**config.mk**
```make
export PLATFORM = sky130hd
export DESIGN_NAME = branch_fetch_ctrl
export DESIGN_NICKNAME = d
export VERILOG_FILES = /design/src/rtl/bfc_pkg.sv /design/src/rtl/bfc_pc_reg.sv /design/src/rtl/bfc_fsm.sv /design/src/rtl/branch_fetch_ctrl.sv
export SDC_FILE = /design/constraint.sdc
export NUM_CORES = 1
export LEC_CHECK = 0
export BUFFER_PORTS_ARGS = -buffer_cell sky130_fd_sc_hd__buf_2
export CORE_UTILIZATION = 35
export DETAILED_ROUTE_END_ITERATION = 6
export HOLD_SLACK_MARGIN = 0.1
export PLACE_DENSITY = 0.6
export SLEW_MARGIN = 20
export SYNTH_ARGS = -nofsm -noshare
export SYNTH_HDL_FRONTEND = slang
export SYNTH_SLANG_ARGS = --single-unit
export TNS_END_PERCENT = 1
```
**constraint.sdc**
```tcl
create_clock -name clk -period 2.4 [get_ports clk]
set_clock_uncertainty 0.2 [all_clocks]
set_input_delay 0.12 -clock clk [delete_from_list [all_inputs] [get_ports clk]]
set_output_delay 0.12 -clock clk [all_outputs]
set_load 0.03 [all_outputs]
```
**src/rtl/bfc_pkg.sv**
```systemverilog
package bfc_pkg;

    typedef enum logic [1:0] {
        POL_FREEZE     = 2'd0,
        POL_NOT_TAKEN  = 2'd1,
        POL_DELAY_SLOT = 2'd2,
        POL_RSVD       = 2'd3
    } policy_e;

    typedef enum logic [1:0] {
        ST_RUN  = 2'd0,
        ST_HOLD = 2'd1,
        ST_KILL = 2'd2
    } state_e;

    typedef enum logic [1:0] {
        NPC_SEQ    = 2'd0,
        NPC_HOLD   = 2'd1,
        NPC_TARGET = 2'd2
    } npc_sel_e;

endpackage

```
**src/rtl/bfc_pc_reg.sv**
```systemverilog
module bfc_pc_reg #(
    parameter int ADDR_W = 32,
    parameter int STEP   = 4
) (
    input  logic                 clk,
    input  logic                 rst_n,
    input  bfc_pkg::npc_sel_e    sel,
    input  logic [ADDR_W-1:0]    target,
    output logic [ADDR_W-1:0]    pc
);
    localparam logic [ADDR_W-1:0] INC = ADDR_W'(STEP);

    always_ff @(posedge clk) begin
        if (!rst_n) begin
            pc <= '0;
        end else begin
            unique case (sel)
                bfc_pkg::NPC_SEQ:    pc <= pc + INC;
                bfc_pkg::NPC_HOLD:   pc <= pc;
                bfc_pkg::NPC_TARGET: pc <= target;
                default:             pc <= pc + INC;
            endcase
        end
    end
endmodule

```
**src/rtl/bfc_fsm.sv**
```systemverilog
module bfc_fsm (
    input  logic               clk,
    input  logic               rst_n,
    input  bfc_pkg::policy_e   policy,
    input  logic               br_in_dec,
    input  logic               resolve_vld,
    input  logic               resolve_taken,
    output bfc_pkg::npc_sel_e  npc_sel,
    output logic               fetch_stall,
    output logic               fd_squash
);
    import bfc_pkg::*;

    state_e state, state_nxt;
    logic   freezeish;
    logic   taken_now;

    assign freezeish = (policy == POL_FREEZE) || (policy == POL_RSVD);
    assign taken_now = resolve_vld && resolve_taken;

    // state register
    always_ff @(posedge clk) begin
        if (!rst_n) state <= ST_RUN;
        else        state <= state_nxt;
    end

    // next state
    always_comb begin
        state_nxt = state;
        unique case (state)
            ST_RUN: begin
                if (br_in_dec) begin
                    if (freezeish && !resolve_vld)
                        state_nxt = ST_HOLD;
                    else if (!freezeish && taken_now && policy == POL_NOT_TAKEN)
                        state_nxt = ST_KILL;
                end
            end
            ST_HOLD: if (resolve_vld) state_nxt = ST_RUN;
            ST_KILL: state_nxt = ST_RUN;
            default: state_nxt = ST_RUN;
        endcase
    end

    // outputs
    always_comb begin
        npc_sel     = NPC_SEQ;
        fetch_stall = 1'b0;
        fd_squash   = 1'b0;
        unique case (state)
            ST_RUN: begin
                if (br_in_dec) begin
                    if (freezeish) begin
                        fetch_stall = !resolve_vld || resolve_taken;
                        if (!resolve_vld)  npc_sel = NPC_HOLD;
                        else if (taken_now) npc_sel = NPC_TARGET;
                    end else if (taken_now) begin
                        npc_sel = NPC_TARGET;
                    end
                end
            end
            ST_HOLD: begin
                fetch_stall = !resolve_vld || resolve_taken;
                if (!resolve_vld)   npc_sel = NPC_HOLD;
                else if (taken_now) npc_sel = NPC_TARGET;
            end
            ST_KILL: fd_squash = 1'b1;
            default: npc_sel = NPC_SEQ;
        endcase
    end

    assert_freeze_wait_R3: assert property (@(posedge clk) disable iff (!rst_n)
        (freezeish && br_in_dec && !resolve_vld) |-> fetch_stall);

    assert_pnt_nostall_R5: assert property (@(posedge clk) disable iff (!rst_n)
        (policy == POL_NOT_TAKEN) |-> !fetch_stall);

    assert_squash_origin_R6: assert property (@(posedge clk) disable iff (!rst_n)
        fd_squash |-> ($past(taken_now) && policy == POL_NOT_TAKEN));

    assert_squash_single_R6: assert property (@(posedge clk) disable iff (!rst_n)
        fd_squash |=> !fd_squash);

    assert_delay_free_R7: assert property (@(posedge clk) disable iff (!rst_n)
        (policy == POL_DELAY_SLOT) |-> (!fetch_stall && !fd_squash));

    assert_no_stray_resolve_R10: assert property (@(posedge clk) disable iff (!rst_n)
        resolve_vld |-> br_in_dec);

    assert_spec_same_cycle_R10: assert property (@(posedge clk) disable iff (!rst_n)
        (!freezeish && br_in_dec && !fd_squash) |-> resolve_vld);

    assert_policy_steady_R10: assert property (@(posedge clk) disable iff (!rst_n)
        1'b1 |=> $stable(policy));
endmodule

```
**src/rtl/branch_fetch_ctrl.sv**
```systemverilog
module branch_fetch_ctrl #(
    parameter int ADDR_W      = 32,
    parameter int INSTR_BYTES = 4
) (
    input  logic              clk,
    input  logic              rst_n,
    input  logic [1:0]        mode_sel,
    input  logic              br_in_dec,
    input  logic              resolve_vld,
    input  logic              resolve_taken,
    input  logic [ADDR_W-1:0] target_addr,
    output logic [ADDR_W-1:0] fetch_pc,
    output logic              fetch_stall,
    output logic              fd_squash
);
    localparam logic [ADDR_W-1:0] STEP = ADDR_W'(INSTR_BYTES);

    bfc_pkg::policy_e  policy;
    bfc_pkg::npc_sel_e npc_sel;

    assign policy = bfc_pkg::policy_e'(mode_sel);

    bfc_fsm u_fsm (
        .clk           (clk),
        .rst_n         (rst_n),
        .policy        (policy),
        .br_in_dec     (br_in_dec),
        .resolve_vld   (resolve_vld),
        .resolve_taken (resolve_taken),
        .npc_sel       (npc_sel),
        .fetch_stall   (fetch_stall),
        .fd_squash     (fd_squash)
    );

    bfc_pc_reg #(
        .ADDR_W (ADDR_W),
        .STEP   (INSTR_BYTES)
    ) u_pc (
        .clk    (clk),
        .rst_n  (rst_n),
        .sel    (npc_sel),
        .target (target_addr),
        .pc     (fetch_pc)
    );

    assert_seq_advance_R2: assert property (@(posedge clk) disable iff (!rst_n)
        (!fetch_stall && !(resolve_vld && resolve_taken && !fd_squash))
        |=> (fetch_pc == $past(fetch_pc) + STEP));

    assert_stall_hold_R3: assert property (@(posedge clk) disable iff (!rst_n)
        (fetch_stall && !resolve_vld) |=> $stable(fetch_pc));

    // a taken resolution redirects on the next edge
    assert_redirect_R4: assert property (@(posedge clk) disable iff (!rst_n)
        (br_in_dec && resolve_vld && resolve_taken && !fd_squash)
        |=> (fetch_pc == $past(target_addr)));
endmodule

```
## Word-level counts from Yosys, hierarchy flattened

Cells that the tools add are included.

- Register bits after elaboration: 34
- Logic and storage cells: 38
- Output and inout port bits: 34
- Input port bits: 39

- Muxes and demuxes: 15
- Add/subtract/negate cells: 1
- Reductions and logical operators: 11
- Eq/ne operators: 9

Operators with widths:

| cell | count |
|---|---|
| $pmux 32 s2 | 1 |
| $add 32x3->32 const B | 1 |
| $mux 2 | 8 |
| $pmux 2 s2 | 2 |
| $eq 2x1->1 const B | 3 |
| $eq 2x2->1 const B | 3 |
| $logic_and 1x1->1 | 4 |
| $logic_not 2->1 | 2 |
| $ne 2x2->1 const B | 2 |
| $mux 1 | 3 |
| $ne 3x1->1 const B | 1 |
| $reduce_and 3->1 | 1 |
| $logic_not 1->1 | 2 |
| $logic_or 1x1->1 | 2 |
| $pmux 1 s2 | 1 |

## Longest topological paths before layout

Gate-level depths: netlist (run 1).

- Word-level depth: 9
- Gate-level depth with buffers: 8
- Gate-level depth less buffers: 7

## Hierarchy

From an unflattened synthesis (run 1), not the netlist that was laid out.

- Cell total of the unflattened synthesis: 282
- Area, all modules: 2149.6 um^2

By module, submodules not included:

| module | seq. area each (um^2) | instances | cells an instance | area each (um^2) |
|---|---|---|---|---|
| bfc_pc_reg | 640.6 | 1 | 267 | 2016.9 |
| bfc_fsm | 40.0 | 1 | 15 | 132.6 |

## Worst setup path before layout (run 1)

OpenSTA, ideal clock, no wires.

- Path type: reg-to-reg
- Start: register u_pc.pc[2]
- End: register u_pc.pc[20]
- Path slack: 0.100 ns
- Required time: 2.138 ns
- Arrival time: 2.038 ns
- Clock period less this slack: 2.300 ns
- Library setup time: 0.062 ns
- Buffers on the path: 0
- Cell stages (with the launch flop): 7
- Path through: dfxtp_1 > ha_1 > nand3_1 > nor4_4 > nand2_2 > or4_1 > nand3_1

- Cells in the longest elaborated chain, start to end: 2

RTL lines:

| item | line | text |
|---|---|---|
| start: declaration | bfc_pc_reg.sv:9 | `output logic [ADDR_W-1:0] pc` |
| start signal: assignment | bfc_pc_reg.sv:18 | `bfc_pkg::NPC_SEQ: pc <= pc + INC;` |
| start signal: assignment | bfc_pc_reg.sv:19 | `bfc_pkg::NPC_HOLD: pc <= pc;` |
| start signal: assignment | bfc_pc_reg.sv:20 | `bfc_pkg::NPC_TARGET: pc <= target;` |
| $add 32x3->32 | bfc_pc_reg.sv:18, bfc_pc_reg.sv:21 |  |
| $pmux 32 s2 | bfc_pc_reg.sv:17 | `unique case (sel)` |

No other way between the ends.
A chain may end at the register's enable or synchronous reset.

==> run_results.csv, run 1 <==
group,metric,value,unit
pwr,p_int,1.03,mW
drt,post-route-drc-count,0,
pwr,pwr-share-clk,0.343,
timing,final.min_clock_period,2.26,ns
clock_tree,cts_root_buffer,"clkbuf_8",
timing,tightest_slew,0.653,ns
drt,drt_first_pass_iters,4,
die,core,5640,um^2
critical_path,endpoint_kind,"flip-flop",
clock_tree,cts_made_buffers,5,
drt,drt-total-wl,6700,um
grt,grt_antenna_before_repair,0,
critical_path,reg2regPathDepth,6,
synth,syn_nets,308,
synth,yosys_warnings,0,
drt,wire_per_inst,14.7,um
critical_path,r2r-start,"u_fsm.state[1]",
flow_run,maxCapViolations,0,
synth,avgSynthCellArea,7.85,um^2
grt,grt_pass1_vias,2333,
pwr,p_leak,1.33,nW
critical_path,cp_max_fo,15,
critical_path,reg2reg_to,"u_pc.pc[12]",
drt,vias_per_cell,5.46,
synth,syn_area,2100,um^2
cells_and_area,antenna_cells,0,
timing,hold_viol,0,
synth,ys_async_sr_fraction,0,
pwr,p_per_area,475,nW/um^2
drt,vias,2488,
timing,finalCritPeriodShare,0.943,
drt,drtAntennaViolNets,0,
synth,synthDistinctLibCells,51,
timing,fin_ws,0.136,ns
synth,syn_inst,267,
grt,top_usage_layer,"met2",
synth,ys_top_cells_by_area,"dfxtp_1, a22oi_1, nor2_1",
timing,slew_headroom,0.565,
die,dieHeight,79.4,um
timing,setup_violations,0,
critical_path,max_stage_delay,0.59,ns
timing,rsz0062_at_grt,"no",
die,fp-row-count,27,
critical_path,arrival,2.30,ns
timing,max_freq,442,MHz
critical_path,slowest_stage,"dlygate4sd3_1",
cells_and_area,nets,424,
grt,grt_max_degree,17,
cells_and_area,syn2layout_area_growth,48.3,%
pwr,peakVddDrop,0.325,mV
clock_tree,tritoncts,"yes",
synth,synth_seq_cells,34,
status,outcome,"completed",
timing,slew_violations,0,
grt,overflow,0,
timing,setup_tns,0,ns
clock_tree,clkSinkCount,34,
pwr,power_frac_seq,0.430,
clock_tree,htree_levels,2,
die,start_util,0.372,
placed_design,port_buffers,72,
synth,synth_edf_count,0,
cells_and_area,fin_area,3110,um^2
critical_path,reg2reg_slack,0.14,ns
clock_tree,clk_latency,0.29,ns
synth,ys.flop_type,"dfxtp_1",
die,die_w,79.4,um
critical_path,crit_chain,"dlygate4sd3_1 > clkbuf_4 > nand4b_1 > dlygate4sd3_1 > nor3_1 > dlygate4sd3_1",
pwr,p_switching,446,uW
critical_path,worst_path_most_repeated_cell,"dlygate4sd3_1",
synth,synth_top_cell_by_area,"dfxtp_1",
hold_path,hp-class,"primary input to flip-flop",
placed_design,gp_congestion,0.834,
drt,drt-initial-drc-count,158,
grt,grt_use_met2,0.361,
grt,gr-usage-met1,0.308,
synth,yosysTopAreaCellShare,0.325,
hold_path,holdPathStages,3,
clock_tree,clk_path_buf_depth,2,
critical_path,required,2.44,ns
hold_path,worstHoldStart,"resolve_vld",
grt,track_usage,0.228,
grt,grt_pass1_wl,11200,um
placed_design,place_area,2620,um^2
hold_path,min_to,"u_fsm.state[0]",
placed_design,place_hpwl,4630,um
placed_design,place_ws,0.214,ns
clock_tree,path_clk_slew,0.07,ns
grt,met3_usage,0.0400,
cells_and_area,fin_util,0.551,
die,ioPinCount,73,
pwr,p_sw_frac,0.302,
synth,ys_seq_area_frac,0.325,
pwr,comb_power_share,0.227,
critical_path,cp-start-kind,"primary input",
critical_path,worstSetupPathType,"primary input to flip-flop",
die,die_area,6310,um^2
cells_and_area,final_layout_size_suffix_gt1_frac,0.299,
-- placed cells by master (no fill, tap or decap), types with 4 or more instances in the layout --
cell type	synthesis	layout
nand2_1	25	25
buf_4	0	17
o22ai_1	9	9
mux2i_1	7	7
dlygate4sd3_1	0	37
nand3_1	14	14
nand4_1	9	9
dfxtp_1	34	34
o21ai_0	10	10
a31oi_1	4	4
nor2_1	29	28
clkbuf_8	0	8
a22oi_1	15	15
nor3_1	7	6
a21oi_1	21	21
buf_2	1	71
and3_1	5	5
-- final cells by class --
cell class	instances	area (um^2)
clock buffers	8	110
well taps	72	90.1
multi-input cells	213	1360
repair buffers	126	861
inverters	3	11.3
flip-flops and latches	34	681
fillers	534	2530
-- worst max path at each step --
| stage | cells past startpoint | slack [ns] | endpoint | startpoint |
|---|---|---|---|---|
| 4_1_cts | 8 | 0.08 | u_pc.pc[12] | br_in_dec |
| 6_report | 6 | 0.14 | u_fsm.state[1] | rst_n |
| 5_1_grt | 6 | 0.03 | u_fsm.state[1] | rst_n |
| 3_5_place_dp | 8 | 0.21 | u_pc.pc[13] | mode_sel[1] |
| 3_3_place_gp | 7 | 0.21 | u_pc.pc[31] | mode_sel[1] |
| 2_1_floorplan | 6 | 0.1 | u_pc.pc[20] | u_pc.pc[2] |
-- flip-flops by register name (all words and copies together) (netlist names) --
register     flops
u_fsm.state      2
u_pc.pc         32
-- routing by layer --
metal,wire [um],up-vias
met3,279,14
met5,0,-
li1,-,1244
met1,3220,1161
met2,3080,69
met4,124,0
-- what timing repair did --
item / 4_1_cts / 5_1_grt
hold buffers: 37 / 0
buffers inserted: 0 / 0
resized for setup: 0 / 2
setup endpoints to repair: 0 / 2
hold endpoints to repair: 33 / 0
-- stage by stage --
stage	hold WS, ns	total power, mW	std cells
3_3_place_gp	0.163	0.931	411
5_1_grt	0.240	1.55	456
6_report	0.211	1.48	456
4_1_cts	0.185	1.49	456
2_1_floorplan	0.0560	0.817	267
3_5_place_dp	0.167	0.934	411
-- cell usage after synthesis, types with 4 or more instances --
library cell  count
nand2_1          25
o21ai_0          10
mux2i_1           7
and3_1            5
a21oi_1          21
nor2_1           29
nand4_1           9
a22oi_1          15
clkbuf_1         16
o22ai_1           9
a31oi_1           4
nand3_1          14
dfxtp_1          34
nor3_1            7
-- logic make-up (layout without fill, tap and decap cells) --
| kind of cell | Yosys count | in the layout | share of synthesized area |
|---|---|---|---|
| compound gates | 79 | 79 | 0.244 |
| xor+xnor | 4 | 4 | 0.0167 |
| fa+ha+maj | 2 | 2 | 0.0119 |
| buf+inv | 20 | 137 | 0.0364 |
| flops | 34 | 34 | 0.325 |
| mux | 9 | 9 | 0.0442 |
| simple gates | 119 | 119 | 0.322 |
-- power groups by stage --
| stage | Clock [mW] | Sequential (mW) | Combinational (mW) |
|---|---|---|---|
| after floorplan | 0 | 0.697 | 0.120 |
| after CTS | 0.520 | 0.634 | 0.331 |
| after detailed placement | 0 | 0.647 | 0.287 |
| after global placement | 0 | 0.646 | 0.285 |
| after global routing | 0.547 | 0.641 | 0.365 |
| final | 0.506 | 0.635 | 0.335 |
-- worst max-delay path, delay by kind of cell --
kind | cells | cell delay (ns)
buffers and inverters | 4 | 1.91
AND/OR/NAND/NOR | 2 | 0.26
No activity file was read; power rests on OpenSTA's default activity.
==> run 2: changes to the inputs <==
--- a/config.mk
+++ b/config.mk
@@ -7,9 +7,10 @@
 export LEC_CHECK = 0
 export BUFFER_PORTS_ARGS = -buffer_cell sky130_fd_sc_hd__buf_2
 export CORE_UTILIZATION = 35
+export CTS_CLUSTER_SIZE = 16
 export DETAILED_ROUTE_END_ITERATION = 6
 export HOLD_SLACK_MARGIN = 0.1
-export PLACE_DENSITY = 0.6
+export PLACE_DENSITY_LB_ADDON = 0.3
 export SLEW_MARGIN = 20
 export SYNTH_ARGS = -nofsm -noshare
 export SYNTH_HDL_FRONTEND = slang
==> run 2 against run 1 <==
Utilization up 0.067 points. Worst hold slack worse by 0.073 ns. First-iteration DRC count up 1.9%. Sequential cell count unchanged. Cell count up 0.88%. Combinational power up 4%. Critical endpoint unchanged. Largest power group unchanged.
==> run_results.csv, run 2 (synthesized netlist as in run 1, its figures left out) <==
group,metric,value,unit
placed_design,place_ws,0.283,ns
timing,setup_tns,0,ns
grt,track_usage,0.217,
cells_and_area,antenna_cells,0,
cells_and_area,final_cell_mix,"buf_2, dlygate4sd3_1, dfxtp_1, nor2_1, nand2_1",
timing,finalCritPeriodShare,0.934,
cells_and_area,top_register,"u_pc.pc",
pwr,finalPower,1.42,mW
cells_and_area,nets,428,
critical_path,crit_chain,"dlygate4sd3_1 > clkbuf_4 > nand4b_1 > dlygate4sd3_1 > nor3_1 > dlygate4sd3_1",
pwr,p_per_area,456,nW/um^2
die,ioPinCount,73,
placed_design,place_hpwl,4570,um
cells_and_area,reg_top3,"u_pc.pc x32, u_fsm.state x2",
cells_and_area,fin_util,0.552,
critical_path,worstSetupPathType,"primary input to flip-flop",
critical_path,endpoint_kind,"flip-flop",
clock_tree,clk_path_buf_depth,2,
grt,grt_pass1_vias,2245,
clock_tree,path_clk_slew,0.07,ns
drt,post-route-drc-count,0,
die,die_w,79.4,um
clock_tree,tritoncts,"yes",
drt,vias_per_cell,5.48,
flow_run,maxCapViolations,0,
timing,final.min_clock_period,2.24,ns
drt,drtAntennaViolNets,0,
drt,wire_per_inst,14.4,um
drt,drt-total-wl,6620,um
timing,tightest_slew,0.608,ns
clock_tree,cts_made_buffers,5,
critical_path,cp_max_fo,15,
cells_and_area,final_layout_size_suffix_gt1_frac,0.302,
critical_path,worst_path_most_repeated_cell,"dlygate4sd3_1",
drt,vias,2519,
status,outcome,"completed",
timing,max_freq,446,MHz
critical_path,reg2reg_slack,0.23,ns
drt,drt-initial-drc-count,161,
cells_and_area,final_common_cell,"buf_2",
clock_tree,cts_setup_buffers,0,
die,die_area,6310,um^2
grt,grt_max_degree,28,
placed_design,gp_congestion,0.889,
critical_path,required,2.42,ns
clock_tree,clkSinkCount,34,
die,start_util,0.372,
die,dieHeight,79.4,um
timing,holdWs,0.138,ns
grt,grt_antenna_before_repair,0,
critical_path,max_stage_delay,0.57,ns
critical_path,arrival,2.26,ns
cells_and_area,largest_reg_flops,32,
cells_and_area,syn2layout_area_growth,48.5,%
drt,drt_first_pass_iters,4,
clock_tree,clk_latency,0.28,ns
critical_path,slowest_stage,"dlygate4sd3_1",
timing,slew_headroom,0.592,
die,fp-row-count,27,
clock_tree,htree_levels,2,
die,core,5640,um^2
pwr,peakVddDrop,0.329,mV
hold_path,hp-class,"primary input to flip-flop",
pwr,p_leak,1.34,nW
grt,overflow,0,
clock_tree,cts_root_buffer,"clkbuf_8",
critical_path,cp-start-kind,"primary input",
timing,setup_violations,0,
timing,rsz0062_at_grt,"no",
placed_design,port_buffers,72,
timing,hold_viol,0,
cells_and_area,fillers,559,
grt,grt_pass1_wl,10800,um
timing,fin_ws,0.158,ns
timing,slew_violations,0,
-- run 2: layout make-up --
class	count	area (um^2)	share of cell area
clock buffers	7	86.3	0.0277
clock inverters	1	5.00	0.00161
inverters	3	11.3	0.00362
multi-input cells	213	1350	0.434
flip-flops and latches	34	681	0.219
well taps	72	90.1	0.0289
repair buffers	130	891	0.286
-- run 2: worst max-delay path: cells and delay by family --
kind          cells  cell delay, ns
simple gates      2            0.24
buf+inv           4            1.89
-- run 2: power by group --
group	leakage, nW	total [mW]	switching [mW]	internal (mW)
Sequential	0.277	0.629	0.0350	0.594
Clock	0.0482	0.444	0.212	0.232
Combinational	1.02	0.348	0.196	0.152
Total	1.34	1.42	0.443	0.978
-- run 2: path summary, 6_finish.rpt --
kind | startpoint | depth (start not counted) | endpoint
setup reg to reg | u_fsm.state[1] | 6 | u_pc.pc[12]
hold / removal | resolve_vld | 4 | u_pc.pc[11]
setup / recovery | rst_n | 6 | u_fsm.state[1]
hold reg to reg | u_pc.pc[0] | 2 | u_pc.pc[0]
-- run 2: stage by stage --
stage                     area, um^2  instances
final                           3110        460
after global routing            3110        460
after CTS                       3110        460
after detailed placement        2650        415
after global placement          2650        415
after floorplan                 2100        267
-- run 2: layer usage --
metal	routed length [um]	track usage
met1	3150	0.294
met2	3110	0.353
met3	277	0.0331
met4	81	0.0618
met5	0	0
-- run 2: what timing repair did --
item                       4_1_cts  5_1_grt
hold endpoints to repair        33        0
hold buffers                    37        0
setup endpoints to repair        0        2
resized for setup                0        2
